`src/rtl/i2c_word_store_pkg.sv`:
```
package i2c_word_store_pkg;

    // Device-type code expected in the upper nibble of the control byte
    localparam logic [3:0] DEV_CODE = 4'b1010;

    typedef enum logic [3:0] {
        S_IDLE,   // waiting for a start
        S_CTRL,   // shifting in the control byte
        S_CACK,   // acknowledging the control byte
        S_ADDR,   // shifting in the word address
        S_AACK,   // acknowledging the address
        S_WDATA,  // shifting in the write data
        S_WACK,   // acknowledging the write data
        S_HOLD,   // write done, ignore the rest until start/stop
        S_RDATA,  // shifting out a read byte
        S_MACK    // host acknowledge slot after a read byte
    } state_t;

    typedef struct packed {
        logic sda;
        logic scl_rise;
        logic scl_fall;
        logic start;
        logic stop;
    } bus_ev_t;

    function automatic logic ctrl_matches(input logic [7:0] b);
        return b[7:4] == DEV_CODE;
    endfunction

    function automatic logic drives_low(input state_t s, input logic tx_msb);
        return (s == S_CACK) || (s == S_AACK) || (s == S_WACK) ||
               ((s == S_RDATA) && !tx_msb);
    endfunction

endpackage

```
`src/rtl/i2c_line_sync.sv`:
```
module i2c_line_sync #(
    parameter int WIDTH  = 2,
    parameter int STAGES = 2
) (
    input  logic             clk,
    input  logic             rst,
    input  logic [WIDTH-1:0] din,
    output logic [WIDTH-1:0] dout,
    output logic [WIDTH-1:0] dprev
);
    // Each line idles high on an open-drain bus, so reset to 1
    for (genvar g = 0; g < WIDTH; g++) begin : g_line
        logic [STAGES-1:0] chain;
        logic              last;
        always_ff @(posedge clk) begin
            if (rst) begin
                chain <= '1;
                last  <= 1'b1;
            end else begin
                chain <= {chain[STAGES-2:0], din[g]};
                last  <= chain[STAGES-1];
            end
        end
        assign dout[g]  = chain[STAGES-1];
        assign dprev[g] = last;
    end
endmodule

```
`src/rtl/i2c_store_array.sv`:
```
module i2c_store_array #(
    parameter int DEPTH = 16,
    parameter int AW    = 4
) (
    input  logic          clk,
    input  logic          rst,
    input  logic          we,
    input  logic [AW-1:0] waddr,
    input  logic [7:0]    wdata,
    input  logic [AW-1:0] raddr,
    output logic [7:0]    rdata
);
    logic [7:0] words [DEPTH];

    for (genvar g = 0; g < DEPTH; g++) begin : g_word
        always_ff @(posedge clk) begin
            if (rst)
                words[g] <= 8'h00;
            else if (we && (waddr == AW'(g)))
                words[g] <= wdata;
        end
    end

    assign rdata = words[raddr];
endmodule

```
`src/rtl/i2c_busy_timer.sv`:
```
module i2c_busy_timer #(
    parameter int CYCLES = 300000
) (
    input  logic clk,
    input  logic rst,
    input  logic go,
    output logic busy
);
    localparam int CW = $clog2(CYCLES + 1);
    logic [CW-1:0] left;

    always_ff @(posedge clk) begin
        if (rst)
            left <= '0;
        else if (go)
            left <= CW'(CYCLES);
        else if (left != '0)
            left <= left - CW'(1);
    end

    assign busy = (left != '0);
endmodule

```
`src/rtl/i2c_word_store.sv`:
```
module i2c_word_store
    import i2c_word_store_pkg::*;
#(
    parameter int DEPTH       = 16,      // power of two
    parameter int BUSY_CYCLES = 300000,  // write interval in clk cycles
    parameter int SYNC_STAGES = 2
) (
    input  logic clk,
    input  logic rst,
    input  logic scl_i,
    input  logic sda_i,
    output logic sda_pull_low
);
    localparam int AW = $clog2(DEPTH);

    // Line sampling and event decode (bit 1 = clock, bit 0 = data)
    logic [1:0] lvl, prv;
    bus_ev_t    ev;

    i2c_line_sync #(.WIDTH(2), .STAGES(SYNC_STAGES)) u_sync (
        .clk   (clk),
        .rst   (rst),
        .din   ({scl_i, sda_i}),
        .dout  (lvl),
        .dprev (prv)
    );

    always_comb begin
        ev.sda      = lvl[0];
        ev.scl_rise = lvl[1] & ~prv[1];
        ev.scl_fall = ~lvl[1] & prv[1];
        ev.start    = lvl[1] & prv[1] & prv[0] & ~lvl[0];
        ev.stop     = lvl[1] & prv[1] & ~prv[0] & lvl[0];
    end

    // Protocol state
    state_t        state;
    logic [3:0]    cnt;
    logic [7:0]    shreg;
    logic [7:0]    txb;
    logic [AW-1:0] ptr;
    logic          mack;
    logic          wr_pend;
    logic          busy;
    logic          wr_en;
    logic          tmr_go;
    logic [7:0]    rd_data;
    logic [AW-1:0] ptr_inc;

    assign ptr_inc = ptr + AW'(1);
    assign wr_en   = (state == S_WDATA) && ev.scl_fall && (cnt == 4'd8);
    assign tmr_go  = ev.stop && wr_pend;

    i2c_store_array #(.DEPTH(DEPTH), .AW(AW)) u_array (
        .clk   (clk),
        .rst   (rst),
        .we    (wr_en),
        .waddr (ptr),
        .wdata (shreg),
        .raddr (ptr),
        .rdata (rd_data)
    );

    i2c_busy_timer #(.CYCLES(BUSY_CYCLES)) u_timer (
        .clk  (clk),
        .rst  (rst),
        .go   (tmr_go),
        .busy (busy)
    );

    always_ff @(posedge clk) begin
        if (rst) begin
            state   <= S_IDLE;
            cnt     <= 4'd0;
            shreg   <= 8'h00;
            txb     <= 8'hFF;
            ptr     <= '0;
            mack    <= 1'b0;
            wr_pend <= 1'b0;
        end else begin
            if (wr_en)
                wr_pend <= 1'b1;
            else if (tmr_go)
                wr_pend <= 1'b0;

            if (ev.stop) begin
                state <= S_IDLE;
                cnt   <= 4'd0;
            end else if (ev.start) begin
                state <= S_CTRL;
                cnt   <= 4'd0;
            end else begin
                case (state)
                    S_CTRL, S_ADDR, S_WDATA: begin
                        if (ev.scl_rise && (cnt != 4'd8)) begin
                            shreg <= {shreg[6:0], ev.sda};
                            cnt   <= cnt + 4'd1;
                        end else if (ev.scl_fall && (cnt == 4'd8)) begin
                            cnt <= 4'd0;
                            if (state == S_CTRL)
                                state <= (ctrl_matches(shreg) && !busy) ? S_CACK : S_IDLE;
                            else if (state == S_ADDR)
                                state <= S_AACK;
                            else
                                state <= S_WACK;
                        end
                    end
                    S_CACK: begin
                        if (ev.scl_fall) begin
                            if (shreg[0]) begin
                                state <= S_RDATA;
                                txb   <= rd_data;
                                ptr   <= ptr_inc;
                            end else begin
                                state <= S_ADDR;
                            end
                        end
                    end
                    S_AACK: begin
                        if (ev.scl_fall) begin
                            ptr   <= shreg[AW-1:0];
                            state <= S_WDATA;
                        end
                    end
                    S_WACK: begin
                        if (ev.scl_fall)
                            state <= S_HOLD;
                    end
                    S_RDATA: begin
                        if (ev.scl_fall) begin
                            if (cnt == 4'd7) begin
                                state <= S_MACK;
                                cnt   <= 4'd0;
                            end else begin
                                txb <= {txb[6:0], 1'b1};
                                cnt <= cnt + 4'd1;
                            end
                        end
                    end
                    S_MACK: begin
                        if (ev.scl_rise) begin
                            mack <= ~ev.sda;
                        end else if (ev.scl_fall) begin
                            if (mack) begin
                                state <= S_RDATA;
                                txb   <= rd_data;
                                ptr   <= ptr_inc;
                            end else begin
                                state <= S_IDLE;
                            end
                        end
                    end
                    default: ;
                endcase
            end
        end
    end

    assign sda_pull_low = drives_low(state, txb[7]);

endmodule

```
`config.mk`:
```
export PLATFORM = sky130hd
export DESIGN_NAME = i2c_word_store
export DESIGN_NICKNAME = d
export VERILOG_FILES = /design/src/rtl/i2c_word_store_pkg.sv /design/src/rtl/i2c_line_sync.sv /design/src/rtl/i2c_store_array.sv /design/src/rtl/i2c_busy_timer.sv /design/src/rtl/i2c_word_store.sv
export SDC_FILE = /design/constraint.sdc
export NUM_CORES = 1
export LEC_CHECK = 0
export ABC_AREA = 1
export ABC_CLOCK_PERIOD_IN_PS = 4500
export BUFFER_PORTS_ARGS = -buffer_cell sky130_fd_sc_hd__buf_2
export CAP_MARGIN = 20
export CORE_MARGIN = 2
export CORE_UTILIZATION = 25
export DETAILED_ROUTE_END_ITERATION = 8
export PLACE_DENSITY = 0.42
export SYNTH_ARGS = -nofsm -noshare
export SYNTH_HDL_FRONTEND = slang
export SYNTH_HIERARCHICAL = 1
export SYNTH_SLANG_ARGS = --single-unit
export TNS_END_PERCENT = 50
```
`constraint.sdc`:
```
create_clock -name clk -period 4.5 [get_ports clk]
set_input_delay 0.675 -clock clk [delete_from_list [all_inputs] [get_ports clk]]
set_output_delay 0.675 -clock clk [all_outputs]
set_load 0.05 [all_outputs]
```
# Yosys cells after proc, flatten, opt, wreduce, memory -nomap -nowiden
# Memory sizes are Yosys's and may differ from the RTL's. A register that Yosys moved wholly into a read port is not among the register bits.
# Index checks and enable logic that the tools add are counted.
[op_classes]
eq_ne = 49
add_sub_neg = 3
n_reduce_logical = 48
n_bitwise = 29
mux = 108
[op_table]
columns = ["cell", "count"]
rows = [
  ["8-bit 2-to-1 mux", 23],
  ["4-bit 2-to-1 mux", 23],
  ["1-bit 2-to-1 mux", 53],
  ["4-bit == test (second input constant)", 12],
  ["19-bit 2-to-1 mux", 2],
  ["4-bit by 3-bit == test with 1-bit output (second input constant)", 8],
  ["3-bit inequality test (second input constant)", 10],
  ["10-bit AND reduction", 3],
  ["2-bit inequality test (second input constant)", 12],
  ["4-bit one-hot mux with 6 select lines", 1],
  ["8-bit one-hot mux with 3 select lines", 1],
  ["1-bit logical AND", 23],
  ["19-bit nonzero test", 1],
  ["19-bit by 1-bit subtractor with 19-bit output (second input constant)", 1],
  ["4-bit by 2-bit == test with 1-bit output (second input constant)", 4],
  ["1-bit bitwise OR", 16],
  ["4-bit one-hot mux with 3 select lines", 1],
  ["9-bit AND reduction", 1],
  ["4-bit by 1-bit adder with 4-bit output (second input constant)", 2],
  ["4-bit by 1-bit == test with 1-bit output (second input constant)", 2],
  ["4-bit one-hot mux with 2 select lines", 1],
  ["4-bit AND reduction", 2],
  ["1-bit AND", 7],
  ["7-bit nonzero test", 1],
  ["13 further kinds", 27],
]
[totals]
out_inout_bits = 1
wordCells = 252
reg_bits = 55
memories = 1
mem_bits_rw = 128
in_bits = 4
[mem_list]
columns = ["name", "depth", "word_bits", "rd", "rd_clocked_by_memory_dff", "write_ports", "line", "rtl"]
rows = [
  ["u_array.words", 16, 8, 1, 1, 16, "i2c_store_array.sv:13", "logic [7:0] words [DEPTH];"],
]

# Logic depth before layout (Yosys ltp)
# Gate-level depths: netlist (run 1).
[logic_depth]
ltp_word = 9
ltp_mapped = 14
depth_no_buf = 14

# Cells and area by module
# Netlist (run 1), hierarchy kept.
[modules_own_cells]
columns = ["mod", "cells_per_inst", "area_each_um2", "seq_area_each_um2", "n_inst"]
rows = [
  ["i2c_store_array", 724, 6282.3, 3843.7, 1],
  ["i2c_word_store", 288, 1891.8, 600.6, 1],
  ["i2c_busy_timer", 172, 1144.8, 380.4, 1],
  ["i2c_line_sync", 23, 198.9, 120.1, 1],
]

# Worst setup path after synthesis (run 1)
# No wires, ideal clock.
[synth_timing]
kind = "flip-flop to flip-flop"
from = "register cnt[0]"
to = "memory u_array.words[12][0] (enable)"
arrival_time_ns = 1.938
required_ns = 4.116
setup_time_ns = 0.384
setup_slack_ns = 2.178
n_path_buf = 1
stages_incl_launch_ff = 10
period_less_slack_ns = 2.322
path_cell_list = "dfxtp_1 -> inv_1 -> ha_1 -> nand2_1 -> nor2_1 -> nand4_1 -> inv_1 -> clkbuf_1 -> nand2_1 -> o21ai_0"
[synth_lines]
columns = ["element", "line", "rtl"]
rows = [
  ["from (decl)", "i2c_word_store.sv:38", "logic [3:0] cnt;"],
  ["from (signal assigned)", "i2c_word_store.sv:97", "cnt <= cnt + 4'd1;"],
  ["from (signal assigned)", "i2c_word_store.sv:136", "cnt <= cnt + 4'd1;"],
  ["to (decl)", "i2c_store_array.sv:13", ""],
]

==> results.sh, run 1 <==
export IMPL_crit_required_ps=4650
export IMPL_port_buffers=4
export IMPL_insertedDiodeCount=0
export IMPL_fill_cells=4041
export IMPL_whs_ps=395.2
export IMPL_max_freq_ghz=0.3597
export IMPL_critical_path_endpoint_type="flop"
export IMPL_finalSetupViolations=0
export IMPL_layout_nets=1203
export IMPL_ys_seq_elements=183
export IMPL_path_max_fanout=13
export IMPL_synth_fa_ha_area_share_pct=0.6573
export IMPL_grt_pass1_vias=7514
export IMPL_synth_simple_area_share_pct=33.84
export IMPL_clockPowerShare_pct=28.7
export IMPL_cts_setup_buffers=0
export IMPL_fin_crit_ps=2780
export IMPL_synth_cell_types=37
export IMPL_netlist_area_um2=9518
export IMPL_clock_latency_ps=450
export IMPL_power_switching_w=0.001879
export IMPL_postLayoutCoreUtil_pct=28.18
export IMPL_synth_nets=1216
export IMPL_grt_total_usage_pct=14.26
export IMPL_swShare_pct=36.56
export IMPL_clockBufferDepth=2
export IMPL_final_common_cell="nand2_1"
export IMPL_seq_area_frac_synth_pct=51.95
export IMPL_drtAntennaViolNets=0
export IMPL_cts_repair_resized=0
export IMPL_synth_area_leader_cell="edfxtp_1"
export IMPL_postSynth_asyncResetShare_pct=0
export IMPL_ys_warn_count=6
export IMPL_status="completed"
export IMPL_rsz0062_at_grt="no"
export IMPL_arrival_ps=2930
export IMPL_globalRouteOverflowTotal=0
export IMPL_synth_cells=1207
export IMPL_clkSinkCount=183
export IMPL_drtPass1Iterations=5
export IMPL_dp_slack_ps=1600
export IMPL_synth_area_leaders="edfxtp_1 (40%), nand2_1 (12%), dfxtp_1 (12%)"
export IMPL_synth_avg_cell_area_um2=7.886
export IMPL_numCtsBuffers=17
export IMPL_p_per_area_nw_per_um2=485.4
export IMPL_synth_top_flop_cell="edfxtp_1"
export IMPL_fin_skew_ps=12.51
export IMPL_relSlewSlack_pct=29.64
export IMPL_chipWidth_um=199.1
export IMPL_die_area_um2=39650
export IMPL_synth_compound_area_share_pct=3.628
export IMPL_drt_iter0_markers=491
export IMPL_most_common_layout_cells="nand2_1 (312), nor2_1 (206), inv_1 (166), nand3_1 (138), edfxtp_1 (128)"
export IMPL_dp_hpwl_um=18170
export IMPL_vias_per_cell=4.367
export IMPL_maxCapViolCount=0
export IMPL_critPathKind="reg2reg"
export IMPL_tns_ps=0
export IMPL_area_growth_pct=11.24
export IMPL_cts_tree="built"
export IMPL_h_tree_depth=4
export IMPL_grt_max_degree=43
export IMPL_regArea_um2=4946
export IMPL_root_buffer="clkbuf_16"
export IMPL_start_util_pct=25.33
export IMPL_start_kind="flop"
export IMPL_hold_buffers=0
export IMPL_gp_congestion=0.8009
export IMPL_synth_edff_count=128
export IMPL_clk_pin_slew_ps=70
export IMPL_power_total_w=0.005139
export IMPL_drive_gt1_share_pct=8.534
export IMPL_grt_first_pass_wirelength_um=42640
export IMPL_coreArea_um2=37580
export IMPL_multiInputGateArea_um2=3681
export IMPL_p_int_w=0.003260
export IMPL_ios=5
export IMPL_tightest_slew_ps=1054
export IMPL_seq_power_share_pct=41.2
export IMPL_slew_viol_final=0
export IMPL_leakagePower_nw=4.354
export IMPL_min_period_over_period_pct=61.78
export IMPL_synth_xor_area_share_pct=0.5521
export IMPL_synth_top_area_share_pct=40.38
export IMPL_totalWireLength_um=26680
export IMPL_vias=7503
export IMPL_synth_top_family_by_area="simple AND/OR/NAND/NOR gates"
export IMPL_num_rows=71
export IMPL_vdd_drop_max_mv=0.2971
export IMPL_hold_violations=0
export IMPL_synthMuxAreaShare_pct=0
export IMPL_finalWorstSetupSlack_ps=1720
export IMPL_avgRoutedWirePerCell_um=15.53
export IMPL_min_path_type="in2reg"
export IMPL_power_frac_comb_pct=30.1
export IMPL_route_detailed_drc=0
export IMPL_dieHeight_um=199.1
export IMPL_antenna_found_initial=0
synth_stat cells (4+ instances only):
library cell and count:
dfxtp_1 55, nor2_1 206, buf_4 5, ha_1 5, nand3_2 7, edfxtp_1 128, nor2_2 6, inv_2 9
nand2_2 11, o21ai_0 23, nor2_4 8, inv_1 166, nand2_1 312, a21oi_1 29, nand4_1 22, buf_2 16
or2_2 5, xnor2_1 4, clkbuf_1 23, nand3_1 138
state kept, by name, summed over array words and instances, names as in the netlist, 2 cells and up:
| name | count |
|---|---|
| u_timer/left | 19 |
| u_sync/g_line.last | 2 |
| u_sync/g_line.chain | 4 |
| cnt | 4 |
| ptr | 4 |
| state | 4 |
| u_array/words | 128 |
| txb | 8 |
| shreg | 8 |
layout make-up:
type | count | share of cell area (%)
clock inverters | 13 | 1.170
clock buffers | 19 | 4.183
inverters | 175 | 6.204
well taps | 511 | 6.039
repair buffers | 16 | 0.9218
multi-input cells | 801 | 34.77
flip-flops and latches | 183 | 46.71
metal layers:
metal | global-route usage (%) | vias to the layer above | part of all wire [%]
met2 | 24.47 | 101 | 49
li1 | - | 3805 | -
met1 | 18.26 | 3573 | 47
met5 | 0 | - | 0
met3 | 2.515 | 24 | 2.9
met4 | 4.312 | 0 | 1.7
power groups by stage:
stage	registers [W]	logic, W	clock network (W)
final	0.00212	0.00154	0.00148
after global routing	0.00214	0.00177	0.00159
after CTS	0.00212	0.00156	0.00153
after detailed placement	0.00216	0.00156	0
after global placement	0.00216	0.00156	0
after floorplan	0.00211	0.00127	0
critical path, stage by stage, from the launching register on:
cell,delay (ps)
dfxtp_1,360
inv_1,70
ha_1,140
nand2_1,70
nor2_1,190
nand4_1,210
inv_1,350
nand2_1,110
o21ai_0,670
buf_2,300
worst paths after layout:
check / from / depth (start not counted) / slack (ps) / to
hold / removal: sda_i / 3 / 400 / u_sync/g_line[0].chain[0]$_SDFF_PP1_
setup reg to reg: cnt[0]$_SDFFE_PP0P_ / 9 / 1720 / u_array/words[15][2]$_SDFFCE_PN0P_
setup / recovery: cnt[0]$_SDFFE_PP0P_ / 9 / 1720 / u_array/words[15][2]$_SDFFCE_PN0P_
hold reg to reg: u_sync/g_line[0].chain[0]$_SDFF_PP1_ / 2 / 420 / u_sync/g_line[0].chain[1]$_SDFF_PP1_
cells by family after synthesis:
| family | count (synthesis) |
|---|---|
| and+or+nand+nor | 727 |
| buffers and inverters | 223 |
| DFF | 183 |
| AOI/OAI and AO/OA | 63 |
| xor gates and xnor gates | 6 |
| adders and majority gates | 5 |
metrics by stage:
stage,instance area (um2),cells
3_3_place_gp,9981,1679
6_report,10590,1718
3_5_place_dp,10010,1685
4_1_cts,10580,1717
5_1_grt,10590,1718
2_1_floorplan,9518,1207
(Power assumes the default switching activity.)
==> run 2: changes to the inputs <==
--- a/config.mk
+++ b/config.mk
@@ -6,7 +6,7 @@
 export NUM_CORES = 1
 export LEC_CHECK = 0
 export ABC_AREA = 1
-export ABC_CLOCK_PERIOD_IN_PS = 4500
+export ABC_CLOCK_PERIOD_IN_PS = 2900
 export BUFFER_PORTS_ARGS = -buffer_cell sky130_fd_sc_hd__buf_2
 export CAP_MARGIN = 20
 export CORE_MARGIN = 2
==> constraint.sdc (replaced) <==
create_clock -name clk -period 2.9 [get_ports clk]
set_input_delay 0.435 -clock clk [delete_from_list [all_inputs] [get_ports clk]]
set_output_delay 0.435 -clock clk [all_outputs]
set_load 0.05 [all_outputs]
==> run 2 against run 1 <==
  * Sequential power increased by 54%
  * Sequential share of layout area decreased by 0.43 points
  * Global-route usage decreased by 0.38 points
  * Wire length decreased by 3.9%
  * Worst setup slack got worse by 1100 ps
  * Non-clock buffer count increased by 11
  * Largest power group unchanged
  * Highest routed layer unchanged
==> results.sh, run 2 (synthesis results as in run 1) <==
export IMPL_vias_per_cell=4.337
export IMPL_leakagePower_nw=4.415
export IMPL_max_stage_delay_ps=340
export IMPL_clockBufferDepth=2
export IMPL_num_rows=71
export IMPL_layout_nets=1214
export IMPL_top_register="u_array/words"
export IMPL_area_growth_pct=12.26
export IMPL_clkSinkCount=183
export IMPL_p_per_area_nw_per_um2=745.6
export IMPL_r2r_end="u_array/words[2][3]$_SDFFCE_PN0P_"
export IMPL_rsz0062_at_grt="no"
export IMPL_whs_endpoint="u_sync/g_line[0].chain[0]$_SDFF_PP1_"
export IMPL_p_int_w=0.005049
export IMPL_relSlewSlack_pct=36.51
export IMPL_clockPowerShare_pct=28.6
export IMPL_placedInstanceArea_um2=10130
export IMPL_min_period_over_period_pct=79.55
export IMPL_dieHeight_um=199.1
export IMPL_cp_slowest_cell="dfxtp_1"
export IMPL_grtUsageMet3_pct=2.447
export IMPL_grt_total_usage_pct=13.88
export IMPL_clk_pin_slew_ps=70
export IMPL_vias=7498
export IMPL_use_met1_pct=18.87
export IMPL_power_frac_comb_pct=30.3
export IMPL_path_max_fanout=8
export IMPL_max_freq_ghz=0.4335
export IMPL_rr_worst_depth=10
export IMPL_maxCapViolCount=0
export IMPL_slew_viol_final=0
export IMPL_totalWireLength_um=25630
export IMPL_status="completed"
export IMPL_r2r_setup_slack_ps=590
export IMPL_ios=5
export IMPL_port_buffers=4
export IMPL_cts_setup_buffers=0
export IMPL_gp_congestion=0.7887
export IMPL_final_common_cell="nand2_1"
export IMPL_swShare_pct=36.63
export IMPL_insertedDiodeCount=0
export IMPL_numCtsBuffers=17
export IMPL_finalSetupViolations=0
export IMPL_vdd_drop_max_mv=0.5209
export IMPL_power_switching_w=0.002918
export IMPL_crit_required_ps=3010
export IMPL_antenna_found_initial=0
export IMPL_power_total_w=0.007967
export IMPL_h_tree_depth=4
export IMPL_dp_hpwl_um=17210
export IMPL_min_path_type="in2reg"
export IMPL_chipWidth_um=199.1
export IMPL_crit_chain="inv_1, ha_1, nand2_1, nor2_1, nand4_1, inv_1, inv_1, nor3_4, nand2_1, nand2_1"
export IMPL_start_util_pct=25.33
export IMPL_route_detailed_drc=0
export IMPL_postLayoutCoreUtil_pct=28.44
export IMPL_avgRoutedWirePerCell_um=14.82
export IMPL_arrival_ps=2420
export IMPL_drive_gt1_share_pct=9.360
export IMPL_hold_violations=0
export IMPL_root_buffer="clkbuf_16"
export IMPL_most_common_layout_cells="nand2_1 (312), nor2_1 (206), inv_1 (166), nand3_1 (138), edfxtp_1 (128)"
export IMPL_fin_crit_ps=2307
export IMPL_grt_first_pass_wirelength_um=41690
export IMPL_tns_ps=0
export IMPL_grt_pass1_vias=7382
export IMPL_drt_iter0_markers=502
export IMPL_r2r_start="cnt[1]$_SDFFE_PP0P_"
export IMPL_globalRouteOverflowTotal=0
export IMPL_use_met2_pct=22.74
export IMPL_drtAntennaViolNets=0
export IMPL_min_from="sda_i"
export IMPL_hold_buffers=0
export IMPL_finalInstanceArea_um2=10690
export IMPL_clock_latency_ps=450
export IMPL_fill_cells=4045
export IMPL_critPathKind="reg2reg"
export IMPL_min_delay_path_depth=3
export IMPL_tightest_slew_ps=951.3
export IMPL_fin_skew_ps=14.82
export IMPL_start_kind="flop"
export IMPL_top_usage_layer="met2"
export IMPL_critical_path_endpoint_type="flop"
export IMPL_seq_power_share_pct=41.1
export IMPL_die_area_um2=39650
export IMPL_grt_max_degree=65
export IMPL_drtPass1Iterations=5
export IMPL_coreArea_um2=37580
export IMPL_reg_top3="u_array/words x128, u_timer/left x19"
export IMPL_cts_tree="built"
export IMPL_cts_repair_resized=0
export IMPL_largest_reg_flops=128
run 2: changes by cell type in the layout (fill, tap and decap cells not counted), sizes merged:
| cell | before | now |
|---|---|---|
| inv | 177 | 178 |
| buf | 15 | 27 |
| clkbuf | 20 | 19 |
| clkinv | 6 | 5 |
run 2: worst max-delay path, delay by kind of cell, from the launching register on:
family,cells,cell delay [ps]
AND/OR/NAND/NOR,6,1120
buffers and inverters,3,370
flip-flops,1,340
adder cells (fa/ha/maj),1,130
run 2: power groups by stage:
stage	registers, W	clock network [W]	logic [W]
final	0.00327	0.00228	0.00242
after floorplan	0.00327	0	0.00197
after detailed placement	0.00333	0	0.00244
after CTS	0.00327	0.00235	0.00245
after global routing	0.00331	0.00245	0.00281
after global placement	0.00333	0	0.00243
run 2: worst max path at each step:
stage                     startpoint  cells past startpoint                                 end
6_report         cnt[1]$_SDFFE_PP0P_                     10   u_array/words[2][3]$_SDFFCE_PN0P_
2_1_floorplan    cnt[0]$_SDFFE_PP0P_                      9  u_array/words[12][0]$_SDFFCE_PN0P_
3_5_place_dp     cnt[0]$_SDFFE_PP0P_                     10   u_array/words[9][2]$_SDFFCE_PN0P_
5_1_grt          cnt[0]$_SDFFE_PP0P_                     10   u_array/words[3][6]$_SDFFCE_PN0P_
3_3_place_gp     cnt[0]$_SDFFE_PP0P_                     10   u_array/words[0][3]$_SDFFCE_PN0P_
4_1_cts        state[3]$_SDFFE_PP0P_                      5                        sda_pull_low
run 2: per-stage QoR:
| stage | instances | worst slack [ps] | hold slack, ps |
|---|---|---|---|
| 6_report | 1729 | 593.1 | 164.7 |
| 5_1_grt | 1729 | 352.1 | 170.4 |
| 4_1_cts | 1729 | 539.2 | 141.7 |
| 3_5_place_dp | 1697 | 580.5 | 397.2 |
| 3_3_place_gp | 1697 | 633.9 | 393.6 |
| 2_1_floorplan | 1207 | 578.2 | 386.6 |
run 2: area by class of cell:
| type | count | area [um2] | share of cell area, % |
|---|---|---|---|
| clock buffer | 19 | 432.9 | 4.052 |
| clock inverter | 13 | 123.9 | 1.159 |
| inverter | 175 | 656.9 | 6.148 |
| timing repair buffer | 27 | 205.2 | 1.920 |
| multi-input combinational | 801 | 3681 | 34.45 |
| sequential | 183 | 4946 | 46.29 |
| tap | 511 | 639.4 | 5.984 |
run 2: routing by layer:
metal / share of wire (%) / routed length [um]
met4: 1.4 / 357
met3: 3.3 / 850
met2: 46 / 11900
met5: 0 / 0
met1: 49 / 12520
